--- config.mk ---
export PLATFORM = sky130hd
export DESIGN_NAME = rep_pwm_timebase
export DESIGN_NICKNAME = d
export VERILOG_FILES = /design/src/rtl/rtb_pkg.sv /design/src/rtl/rtb_prescaler.sv /design/src/rtl/rtb_core.sv /design/src/rtl/rtb_repeat.sv /design/src/rtl/rtb_shadow.sv /design/src/rtl/rep_pwm_timebase.sv
export SDC_FILE = /design/constraint.sdc
export NUM_CORES = 1
export LEC_CHECK = 0
export BUFFER_PORTS_ARGS = -buffer_cell sky130_fd_sc_hd__buf_2
export CORE_UTILIZATION = 45
export DETAILED_ROUTE_END_ITERATION = 7
export PLACE_DENSITY_LB_ADDON = 0.12
export SETUP_SLACK_MARGIN = 0.5
export SYNTH_ARGS = -nofsm -noshare
export SYNTH_HDL_FRONTEND = slang
export SYNTH_SLANG_ARGS = --single-unit
--- constraint.sdc ---
create_clock -name clk -period 7.4 [get_ports clk]
set_input_delay 1.48 -clock clk [delete_from_list [all_inputs] [get_ports clk]]
set_output_delay 1.48 -clock clk [all_outputs]
set_load 0.02 [all_outputs]
--- src/rtl/rtb_pkg.sv ---
package rtb_pkg;
    typedef enum logic [1:0] {
        MODE_UP     = 2'd0,
        MODE_DOWN   = 2'd1,
        MODE_CENTER = 2'd2
    } cnt_mode_e;

    typedef enum logic {
        DIR_UP   = 1'b0,
        DIR_DOWN = 1'b1
    } dir_state_e;

    function automatic cnt_mode_e decode_mode(input logic [1:0] raw);
        if (raw[1])      return MODE_CENTER;
        else if (raw[0]) return MODE_DOWN;
        else             return MODE_UP;
    endfunction
endpackage

--- src/rtl/rtb_prescaler.sv ---
module rtb_prescaler #(
    parameter int PW = 16
) (
    input  logic          clk,
    input  logic          rst_n,
    input  logic          run,
    input  logic          restart,
    input  logic [PW-1:0] limit,
    output logic          tick
);
    localparam logic [PW-1:0] ONE = PW'(1);

    logic [PW-1:0] div_q;
    logic          at_end;

    assign at_end = (div_q >= limit);
    assign tick   = run && !restart && at_end;

    always_ff @(posedge clk or negedge rst_n) begin
        if (!rst_n)       div_q <= '0;
        else if (restart) div_q <= '0;
        else if (run)     div_q <= at_end ? '0 : div_q + ONE;
    end
endmodule

--- src/rtl/rtb_core.sv ---
module rtb_core
    import rtb_pkg::*;
#(
    parameter int CW = 16
) (
    input  logic          clk,
    input  logic          rst_n,
    input  logic          tick,
    input  logic          restart,
    input  cnt_mode_e     mode,
    input  logic [CW-1:0] lim,
    input  logic [CW-1:0] lim_next,
    output logic [CW-1:0] count,
    output logic          wrap
);
    localparam logic [CW-1:0] ONE = CW'(1);

    dir_state_e    state_q, state_d, eff_state;
    logic [CW-1:0] cnt_q, cnt_d;
    logic          ovf, unf;

    // Up and down modes pin the direction; triangle mode follows the register.
    always_comb begin
        unique case (mode)
            MODE_UP:     eff_state = DIR_UP;
            MODE_DOWN:   eff_state = DIR_DOWN;
            default:     eff_state = state_q;
        endcase
    end

    // Next-state and next-count logic
    always_comb begin
        state_d = eff_state;
        cnt_d   = cnt_q;
        ovf     = 1'b0;
        unf     = 1'b0;
        if (restart) begin
            if (mode == MODE_DOWN) begin
                state_d = DIR_DOWN;
                cnt_d   = lim_next;
            end else begin
                state_d = DIR_UP;
                cnt_d   = '0;
            end
        end else if (tick) begin
            unique case (eff_state)
                DIR_UP: begin
                    if (cnt_q >= lim) begin
                        ovf = 1'b1;
                        if (mode == MODE_CENTER) begin
                            state_d = DIR_DOWN;
                            cnt_d   = (lim == '0) ? '0 : lim - ONE;
                        end else begin
                            cnt_d   = '0;
                        end
                    end else begin
                        cnt_d = cnt_q + ONE;
                    end
                end
                DIR_DOWN: begin
                    if (cnt_q == '0) begin
                        unf = 1'b1;
                        if (mode == MODE_CENTER) begin
                            state_d = DIR_UP;
                            cnt_d   = (lim_next == '0) ? '0 : ONE;
                        end else begin
                            cnt_d   = lim_next;
                        end
                    end else begin
                        cnt_d = cnt_q - ONE;
                    end
                end
                default: cnt_d = cnt_q;
            endcase
        end
    end

    // State register
    always_ff @(posedge clk or negedge rst_n) begin
        if (!rst_n) begin
            state_q <= DIR_UP;
            cnt_q   <= '0;
        end else begin
            state_q <= state_d;
            cnt_q   <= cnt_d;
        end
    end

    assign count = cnt_q;
    assign wrap  = ovf | unf;
endmodule

--- src/rtl/rtb_repeat.sv ---
module rtb_repeat #(
    parameter int RW = 8
) (
    input  logic          clk,
    input  logic          rst_n,
    input  logic          wrap,
    input  logic          force_upd,
    input  logic [RW-1:0] reload,
    output logic          uev
);
    localparam logic [RW-1:0] ONE = RW'(1);

    logic [RW-1:0] rep_q;
    logic          natural_upd;

    assign natural_upd = wrap && (rep_q == '0);
    assign uev         = force_upd || natural_upd;

    always_ff @(posedge clk or negedge rst_n) begin
        if (!rst_n)    rep_q <= '0;
        else if (uev)  rep_q <= reload;
        else if (wrap) rep_q <= rep_q - ONE;
    end
endmodule

--- src/rtl/rtb_shadow.sv ---
module rtb_shadow #(
    parameter int            CW      = 16,
    parameter int            PW      = 16,
    parameter int            RW      = 8,
    parameter logic [CW-1:0] ARR_RST = '1
) (
    input  logic          clk,
    input  logic          rst_n,
    input  logic          arpe,
    input  logic          load,
    input  logic          arr_wr,
    input  logic [CW-1:0] arr_wdata,
    input  logic          psc_wr,
    input  logic [PW-1:0] psc_wdata,
    input  logic          rep_wr,
    input  logic [RW-1:0] rep_wdata,
    input  logic          cmp_wr,
    input  logic [CW-1:0] cmp_wdata,
    output logic [CW-1:0] arr_act,
    output logic [CW-1:0] arr_nxt,
    output logic [PW-1:0] psc_act,
    output logic [RW-1:0] rep_pre,
    output logic [CW-1:0] cmp_act
);
    logic [CW-1:0] arr_pre_q, arr_pre_d, arr_act_q;
    logic [PW-1:0] psc_pre_q, psc_pre_d, psc_act_q;
    logic [CW-1:0] cmp_pre_q, cmp_pre_d, cmp_act_q;
    logic [RW-1:0] rep_pre_q;

    // A write in the same cycle as an update is carried straight through.
    assign arr_pre_d = arr_wr ? arr_wdata : arr_pre_q;
    assign psc_pre_d = psc_wr ? psc_wdata : psc_pre_q;
    assign cmp_pre_d = cmp_wr ? cmp_wdata : cmp_pre_q;

    always_comb begin
        if (load)                arr_nxt = arr_pre_d;
        else if (!arpe && arr_wr) arr_nxt = arr_wdata;
        else                     arr_nxt = arr_act_q;
    end

    always_ff @(posedge clk or negedge rst_n) begin
        if (!rst_n) begin
            arr_pre_q <= ARR_RST;
            arr_act_q <= ARR_RST;
            psc_pre_q <= '0;
            psc_act_q <= '0;
            cmp_pre_q <= '0;
            cmp_act_q <= '0;
            rep_pre_q <= '0;
        end else begin
            arr_pre_q <= arr_pre_d;
            psc_pre_q <= psc_pre_d;
            cmp_pre_q <= cmp_pre_d;
            arr_act_q <= arr_nxt;
            if (rep_wr) rep_pre_q <= rep_wdata;
            if (load) begin
                psc_act_q <= psc_pre_d;
                cmp_act_q <= cmp_pre_d;
            end
        end
    end

    assign arr_act = arr_act_q;
    assign psc_act = psc_act_q;
    assign cmp_act = cmp_act_q;
    assign rep_pre = rep_pre_q;
endmodule

--- src/rtl/rep_pwm_timebase.sv ---
module rep_pwm_timebase
    import rtb_pkg::*;
#(
    parameter int CNT_W = 16,
    parameter int PSC_W = 16,
    parameter int REP_W = 8
) (
    input  logic             clk,
    input  logic             rst_n,
    input  logic             cnt_en,
    input  logic [1:0]       mode,
    input  logic             arpe,
    input  logic             sw_update,
    input  logic             arr_wr,
    input  logic [CNT_W-1:0] arr_wdata,
    input  logic             psc_wr,
    input  logic [PSC_W-1:0] psc_wdata,
    input  logic             rep_wr,
    input  logic [REP_W-1:0] rep_wdata,
    input  logic             cmp_wr,
    input  logic [CNT_W-1:0] cmp_wdata,
    input  logic             flag_clr,
    output logic [CNT_W-1:0] count,
    output logic             upd_pulse,
    output logic             upd_flag,
    output logic [CNT_W-1:0] cmp_active
);
    cnt_mode_e        mode_e;
    logic             tick, wrap, uev;
    logic [CNT_W-1:0] arr_act, arr_nxt;
    logic [PSC_W-1:0] psc_act;
    logic [REP_W-1:0] rep_pre;
    logic             pulse_q, flag_q;

    assign mode_e = decode_mode(mode);

    rtb_shadow #(.CW(CNT_W), .PW(PSC_W), .RW(REP_W)) i_shadow (
        .clk(clk), .rst_n(rst_n), .arpe(arpe), .load(uev),
        .arr_wr(arr_wr), .arr_wdata(arr_wdata),
        .psc_wr(psc_wr), .psc_wdata(psc_wdata),
        .rep_wr(rep_wr), .rep_wdata(rep_wdata),
        .cmp_wr(cmp_wr), .cmp_wdata(cmp_wdata),
        .arr_act(arr_act), .arr_nxt(arr_nxt), .psc_act(psc_act),
        .rep_pre(rep_pre), .cmp_act(cmp_active)
    );

    rtb_prescaler #(.PW(PSC_W)) i_psc (
        .clk(clk), .rst_n(rst_n), .run(cnt_en), .restart(sw_update),
        .limit(psc_act), .tick(tick)
    );

    rtb_core #(.CW(CNT_W)) i_core (
        .clk(clk), .rst_n(rst_n), .tick(tick), .restart(sw_update),
        .mode(mode_e), .lim(arr_act), .lim_next(arr_nxt),
        .count(count), .wrap(wrap)
    );

    rtb_repeat #(.RW(REP_W)) i_rep (
        .clk(clk), .rst_n(rst_n), .wrap(wrap), .force_upd(sw_update),
        .reload(rep_pre), .uev(uev)
    );

    always_ff @(posedge clk or negedge rst_n) begin
        if (!rst_n) begin
            pulse_q <= 1'b0;
            flag_q  <= 1'b0;
        end else begin
            pulse_q <= uev;
            if (uev)           flag_q <= 1'b1;
            else if (flag_clr) flag_q <= 1'b0;
        end
    end

    assign upd_pulse = pulse_q;
    assign upd_flag  = flag_q;
endmodule

======== Word level (Yosys, flattened, before mapping) ========
Index checks and enable logic that the tools add are counted.
storage, ports and cells
  flip-flop bits (word level) ............. 147
  input port bits ......................... 68
  output and inout port bits .............. 34
  logic and storage cells ................. 81
cells by class
  add/subtract/negate cells ............... 5
  $lt $le $gt $ge ......................... 2
  eq/ne operators ......................... 2
  muxes and demuxes ....................... 41
  bitwise logic cells ..................... 2
  reductions and logical operators ........ 16
operators with widths
  kind                                                 number
  two-way mux 16 bit                                   16
  logical NOT 16 bit                                   3
  adder 16 x 1 -> 16 bit (second input constant)       2
  >= comparator 16 bit                                 2
  case mux 16 bit (2 select lines)                     1
  subtractor 16 x 1 -> 16 bit (second input constant)  2
  two-way mux 1 bit                                    19
  two-way mux 8 bit                                    2
  logical NOT 8 bit                                    1
  nonzero test 2 bit                                   4
  subtractor 8 x 1 -> 8 bit (second input constant)    1
  logical AND 1 bit                                    4
  case mux 1 bit (2 select lines)                      2
  == test 2 x 1 -> 1 bit (second input constant)       1
  == test 2 bit (second input constant)                1
  logical NOT 1 bit                                    2
  logical NOT 2 bit                                    1
  two-way mux 2 bit                                    1
  logical OR 1 bit                                     1
  NOT 1 bit                                            1
  OR 1 bit                                             1

======== Depth between registers and ports, before layout ========
  depth after elaboration ................. 18
  mapped depth ............................ 12

======== Hierarchy ========
From an unflattened synthesis, not the netlist that was laid out.
unflattened totals
  cell total of the unflattened synthesis .. 860
  area total of the unflattened synthesis .. 8846.0 um2
modules (own cells, without submodules)
  module            times used  cells an instance  area an instance (um2)
  rtb_shadow        1           260                4260.3
  rtb_core          1           386                2715.1
  rtb_prescaler     1           153                1286.2
  rtb_repeat        1           56                 516.7
  rep_pwm_timebase  1           5                  67.6

======== Least setup slack after synthesis ========
No wires, ideal clock.
  path type ............................... input to register
  start point ............................. in arr_wr
  end point ............................... reg i_core.cnt_q[0], in the netlist i_core.count[0]
  library setup time ...................... 0.148 ns
  arrival ................................. 3.316 ns
  setup slack ............................. 3.936 ns
  stages .................................. 7
  path buffers ............................ 1
  path through ............................ clkbuf_1 mux2_2 or4_1 nor4_1 a31oi_1 a221oi_1 a41oi_1
between the ends
  elaborated cells between the ends (all ways) .. 12
  classes of those cells .................. 10 x mux; 2 x reduce/logical
RTL lines
  element                           RTL line                text
  start: declaration                rep_pwm_timebase.sv:14  input logic arr_wr,
  two-way mux 16 bit                rtb_shadow.sv:31        assign arr_pre_d = arr_wr ? arr_wdata : arr_pre_q;
  net i_shadow.arr_pre_d[10]        rtb_shadow.sv:25        logic [CW-1:0] arr_pre_q, arr_pre_d, arr_act_q;
  two-way mux 16 bit                rtb_shadow.sv:36        if (load) arr_nxt = arr_pre_d;
  logical NOT 16 bit                rtb_core.sv:65          cnt_d = (lim_next == '0) ? '0 : ONE;
  two-way mux 1 bit                 rtb_core.sv:65
  two-way mux 16 bit                rtb_core.sv:63          if (mode == MODE_CENTER) begin
  two-way mux 16 bit                rtb_core.sv:61          if (cnt_q == '0) begin
  case mux 16 bit (2 select lines)  rtb_core.sv:46          unique case (eff_state)
  two-way mux 16 bit                rtb_core.sv:45          end else if (tick) begin
  two-way mux 16 bit                rtb_core.sv:37          if (restart) begin
  end signal: assignment            rtb_core.sv:85          cnt_q <= cnt_d;
  end: declaration                  rtb_core.sv:19          logic [CW-1:0] cnt_q, cnt_d;
The timed path passes the listed nets, and every way through them passes these cells. The select of a mux whose other input is x is not followed.
A chain may end at the register's enable or synchronous reset.

======== Final worst setup path ========
  start point ............................. in mode[0]
  end point ............................... reg i_core.cnt_q[2], in the netlist i_core.count[2]
between the ends
  word-level cells in the longest chain between the ends .. 16
  elaborated cells between the ends (all ways) .. 25
  classes of those cells .................. 2 x eq/ne; 18 x mux; 2 x bitwise; 3 x reduce/logical
ends and longest elaborated chain
  element                                                             RTL line                text
  start: declaration                                                  rep_pwm_timebase.sv:11  input logic [1:0] mode,
  two-way mux 1 bit *                                                 rtb_pkg.sv:15           else if (raw[0]) return MODE_DOWN;
  two-way mux 2 bit *                                                 rtb_pkg.sv:14           if (raw[1]) return MODE_CENTER;
  == test 2 x 1 -> 1 bit / logical NOT 2 bit (equally long branches)  rtb_core.sv:24          unique case (mode)
  case mux 1 bit (2 select lines) *                                   rtb_core.sv:24
  two-way mux 1 bit                                                   rtb_core.sv:46
  two-way mux 1 bit                                                   rtb_core.sv:45
  two-way mux 1 bit                                                   rtb_core.sv:37
  OR 1 bit *                                                          rtb_core.sv:90          assign wrap = ovf | unf;
  logical AND 1 bit *                                                 rtb_repeat.sv:16        assign natural_upd = wrap && (rep_q == '0);
  logical OR 1 bit *                                                  rtb_repeat.sv:17        assign uev = force_upd || natural_upd;
  two-way mux 16 bit *                                                rtb_shadow.sv:36
  net arr_nxt[2]                                                      rep_pwm_timebase.sv:30  logic [CNT_W-1:0] arr_act, arr_nxt;
  two-way mux 16 bit                                                  rtb_core.sv:63
  two-way mux 16 bit                                                  rtb_core.sv:61
  case mux 16 bit (2 select lines)                                    rtb_core.sv:46
  two-way mux 16 bit                                                  rtb_core.sv:45
  two-way mux 16 bit *                                                rtb_core.sv:37
Mark *: on every way through the listed nets, which the timed path passes. The rest lies on a longest branch. The select of a mux whose other input is x is not followed.

==> run summary <==
status - finished with violations
violated checks - design-rule violations
Synth Warn # - 0
largest net degree at the start of global routing - 84
layout cells sized above 1 - 23.9%
CTS Hold Bufs - 0
skew final - 0.0140 ns
Endpoint, Worst Hold - i_shadow.psc_pre_q[12]
GRT Resource Usage Total - 23.3%
Worst Tran Pin Value - 1.02 ns
GP Congestion - 0.895
Post-CTS Setup Inserts - 0
RSZ-0062 raised after global routing - no
hold depth - 1
Final ANT Viol Nets - 0
DIE AREA - 0.0192 sq mm
die height - 138 um
CTS clk-pin slew, worst paths - 0.06 ns
relative slew slack - 31.5%
EDFF count, synth - 0
drt first pass iters - 7
Resize count post-CTS - 0
GRT overflow - 0
arrival time at the worst endpoint - 4.74 ns
wirelength, routed - 21300 um
Mapped Area - 0.00838 sq mm
Tot Pwr - 2310 uW
via count - 6814
CP startpoint kind - input port
CTS max path bufs - 2
Final HPWL DP - 15400 um
syn_nets - 1001
reg-to-reg endpoint - i_core.count[2]
CORE AREA - 0.0181 sq mm
fin crit period - 4.44 ns
CTS tree - built
Rows - 49
vias in the first global route - 6554
Hold Crit Class - reg2reg
Reg-to-Reg Start - i_core.count[7]
Place WS - 2.64 ns
R2R cell count - 9
Die W - 138 um
fin. max-slew vios - 0
Hold Slack - 0.499 ns
crit path kind - in2reg
Setup Viol. Count Final - 0
Worst R2R Setup Slack - 3.15 ns
clock latency on the worst-skew pair - 0.42 ns
# port buffers - 101
static leakage - 0.00429 uW
Sink Count - 147
via/cell ratio - 5.60
maximum vdd drop - 0.163 mV
Max Fclk - 0.225 GHz
ant diodes - 0
initial antenna violation count - 0
Critical Path End Type - register
min-delay src - i_shadow.psc_pre_q[12]
fin crit share - 60.0%
TNS Setup - 0 ns
post-synth cell types - 61
Main synth FF type - dfrtp_1
final hold vios - 0
P&R area growth vs syn - 14.9%
Ports - 102
max_cap viols - 0
Seq/Total Area, Yosys - 44.4%
flops & latches, synth - 147
Initial Utilization - 46.3%
first-pass GRT wire length - 35300 um
CTS root buffer - clkbuf_16
Worst Path Max Fanout - 71
number of CTS-inserted buffers - 17
CTS HTree Levels - 4
Iter 0 DRT Violations - 495
power per cell area - 240 mW/mm^2
DRC errors left - 6
Post-Syn Area per Cell - 9.37 sq um
Synth async-reset ratio - 100%
WL/cell - 17.5 um
Mapped Cells - 895
nets - 1081
post-route setup slack - 2.96 ns
Worst EP required - 7.70 ns
## worst max path at each step
stage | start | end | slack, ns | cells past startpoint
floorplan | arr_wr | i_core.count[0] | 3.94 | 7
global placement | mode[0] | i_core.count[2] | 2.69 | 9
detailed placement | mode[0] | i_core.count[2] | 2.64 | 9
CTS | mode[0] | i_core.count[2] | 3.08 | 9
global route | mode[0] | i_core.count[2] | 2.84 | 9
finish | mode[0] | i_core.count[2] | 2.96 | 9
## per-layer routing
metal / vias to the layer above / part of all wire [%] / GRT usage, %
li1: 3318 / - / -
met1: 3244 / 51 / 35.1
met5: - / 0 / 0
met2: 230 / 42 / 33.2
met3: 22 / 6.2 / 5.06
met4: 0 / 1.3 / 7.16
## cell usage after synthesis (all sizes together) (3+ instances only)
| cell type | n | share of area [%] |
|---|---|---|
| nor2 | 116 | 5.2 |
| dfrtp | 115 | 34 |
| o21ai | 79 | 4.7 |
| inv | 67 | 3.0 |
| mux2 | 60 | 8.1 |
| a21oi | 58 | 3.5 |
| nand2 | 46 | 2.1 |
| clkbuf | 38 | 1.7 |
| ha | 38 | 5.7 |
| dfstp | 32 | 10 |
| xnor2 | 29 | 3.0 |
| nor3 | 19 | 1.3 |
| nand3 | 18 | 1.1 |
| and3 | 13 | 0.97 |
| mux2i | 12 | 1.4 |
| nor4 | 12 | 1.1 |
| nand4 | 11 | 0.82 |
| o31ai | 11 | 0.99 |
| xor2 | 10 | 1.0 |
| nand2b | 9 | 0.67 |
| or3 | 9 | 0.73 |
| o211ai | 8 | 0.72 |
| buf | 7 | 0.40 |
| a211oi | 6 | 0.54 |
| or4 | 6 | 0.58 |
| a22oi | 5 | 0.45 |
| a31oi | 5 | 0.37 |
| and4 | 5 | 0.52 |
| nor2b | 5 | 0.37 |
| o22ai | 5 | 0.37 |
| a32oi | 4 | 0.42 |
| o2bb2ai | 4 | 0.42 |
| a211o | 3 | 0.31 |
| a21o | 3 | 0.27 |
| o221ai | 3 | 0.31 |
## layout make-up
cell class,count,area [sq um]
timing repair buffer,106,549
sequential,147,3720
tap,229,287
clock inverter,12,130
clock buffer,20,447
fill,1610,8460
inverter,67,251
multi-input combinational,636,4250
## critical path: stages
cell and delay (ns):
buf_2 0.11, nor2b_1 0.16, a21oi_1 0.79, nor2_2 0.20, nor4_4 0.70, a21oi_4 0.11, buf_4 0.41, mux2_4 0.41
a221o_1 0.31
## registers in the layout, summed over array words and instances (netlist names)
| signal | count |
|---|---|
| i_shadow.rep_pre | 8 |
| i_shadow.arr_pre_q | 16 |
| i_core.count | 16 |
| i_rep.rep_q | 8 |
| i_shadow.cmp_pre_q | 16 |
| upd_pulse | 1 |
| i_psc.div_q | 16 |
| upd_flag | 1 |
| i_shadow.psc_pre_q | 16 |
| i_shadow.cmp_act | 16 |
| i_core.state_q | 1 |
| i_shadow.psc_act | 16 |
| i_shadow.arr_act | 16 |
## metrics by stage
| step | util [%] | area, sq um | cells |
|---|---|---|---|
| 5_1_grt | 53.2 | 9630 | 1217 |
| 3_5_place_dp | 50.0 | 9050 | 1185 |
| 6_report | 53.2 | 9630 | 1217 |
| 4_1_cts | 53.2 | 9630 | 1217 |
| 2_1_floorplan | - | 8380 | 895 |
| 3_3_place_gp | 50.0 | 9050 | 1185 |
## where the power goes
group	total [uW]	internal, uW	leakage, uW	switching (uW)
sequential	991	904	0.00171	86.5
combinational	473	192	0.00231	281
clock	845	505	0.000270	340
total	2310	1600	0.00429	708
## cell families (layout without fill, tap and decap cells)
group                      after synthesis  count (layout)  synth area share [%]
muxes                                   72              72                  9.54
and+or+nand+nor                        274             274                  15.8
buffers and inverters                  112             205                  5.11
DFF                                    147             147                  44.4
adders and majority gates               38              38                  5.67
xor gates and xnor gates                39              39                  4.08
AOI/OAI and AO/OA                      213             213                  15.4
## placed cells by master, fill, tap and decap left out, types with 17 or more instances in the layout
master     Yosys  routed
nor2_1       115     115
dfrtp_1      115     115
buf_2          6     100
o21ai_0       79      78
inv_1         67      67
mux2_2        59      59
a21oi_1       57      57
nand2_1       46      46
ha_1          38      38
dfstp_2       32      32
xnor2_1       29      29
nand3_1       18      18
nor3_1        18      18
clkbuf_16      0      17
Note: power is estimated with default switching activity, not from simulation.
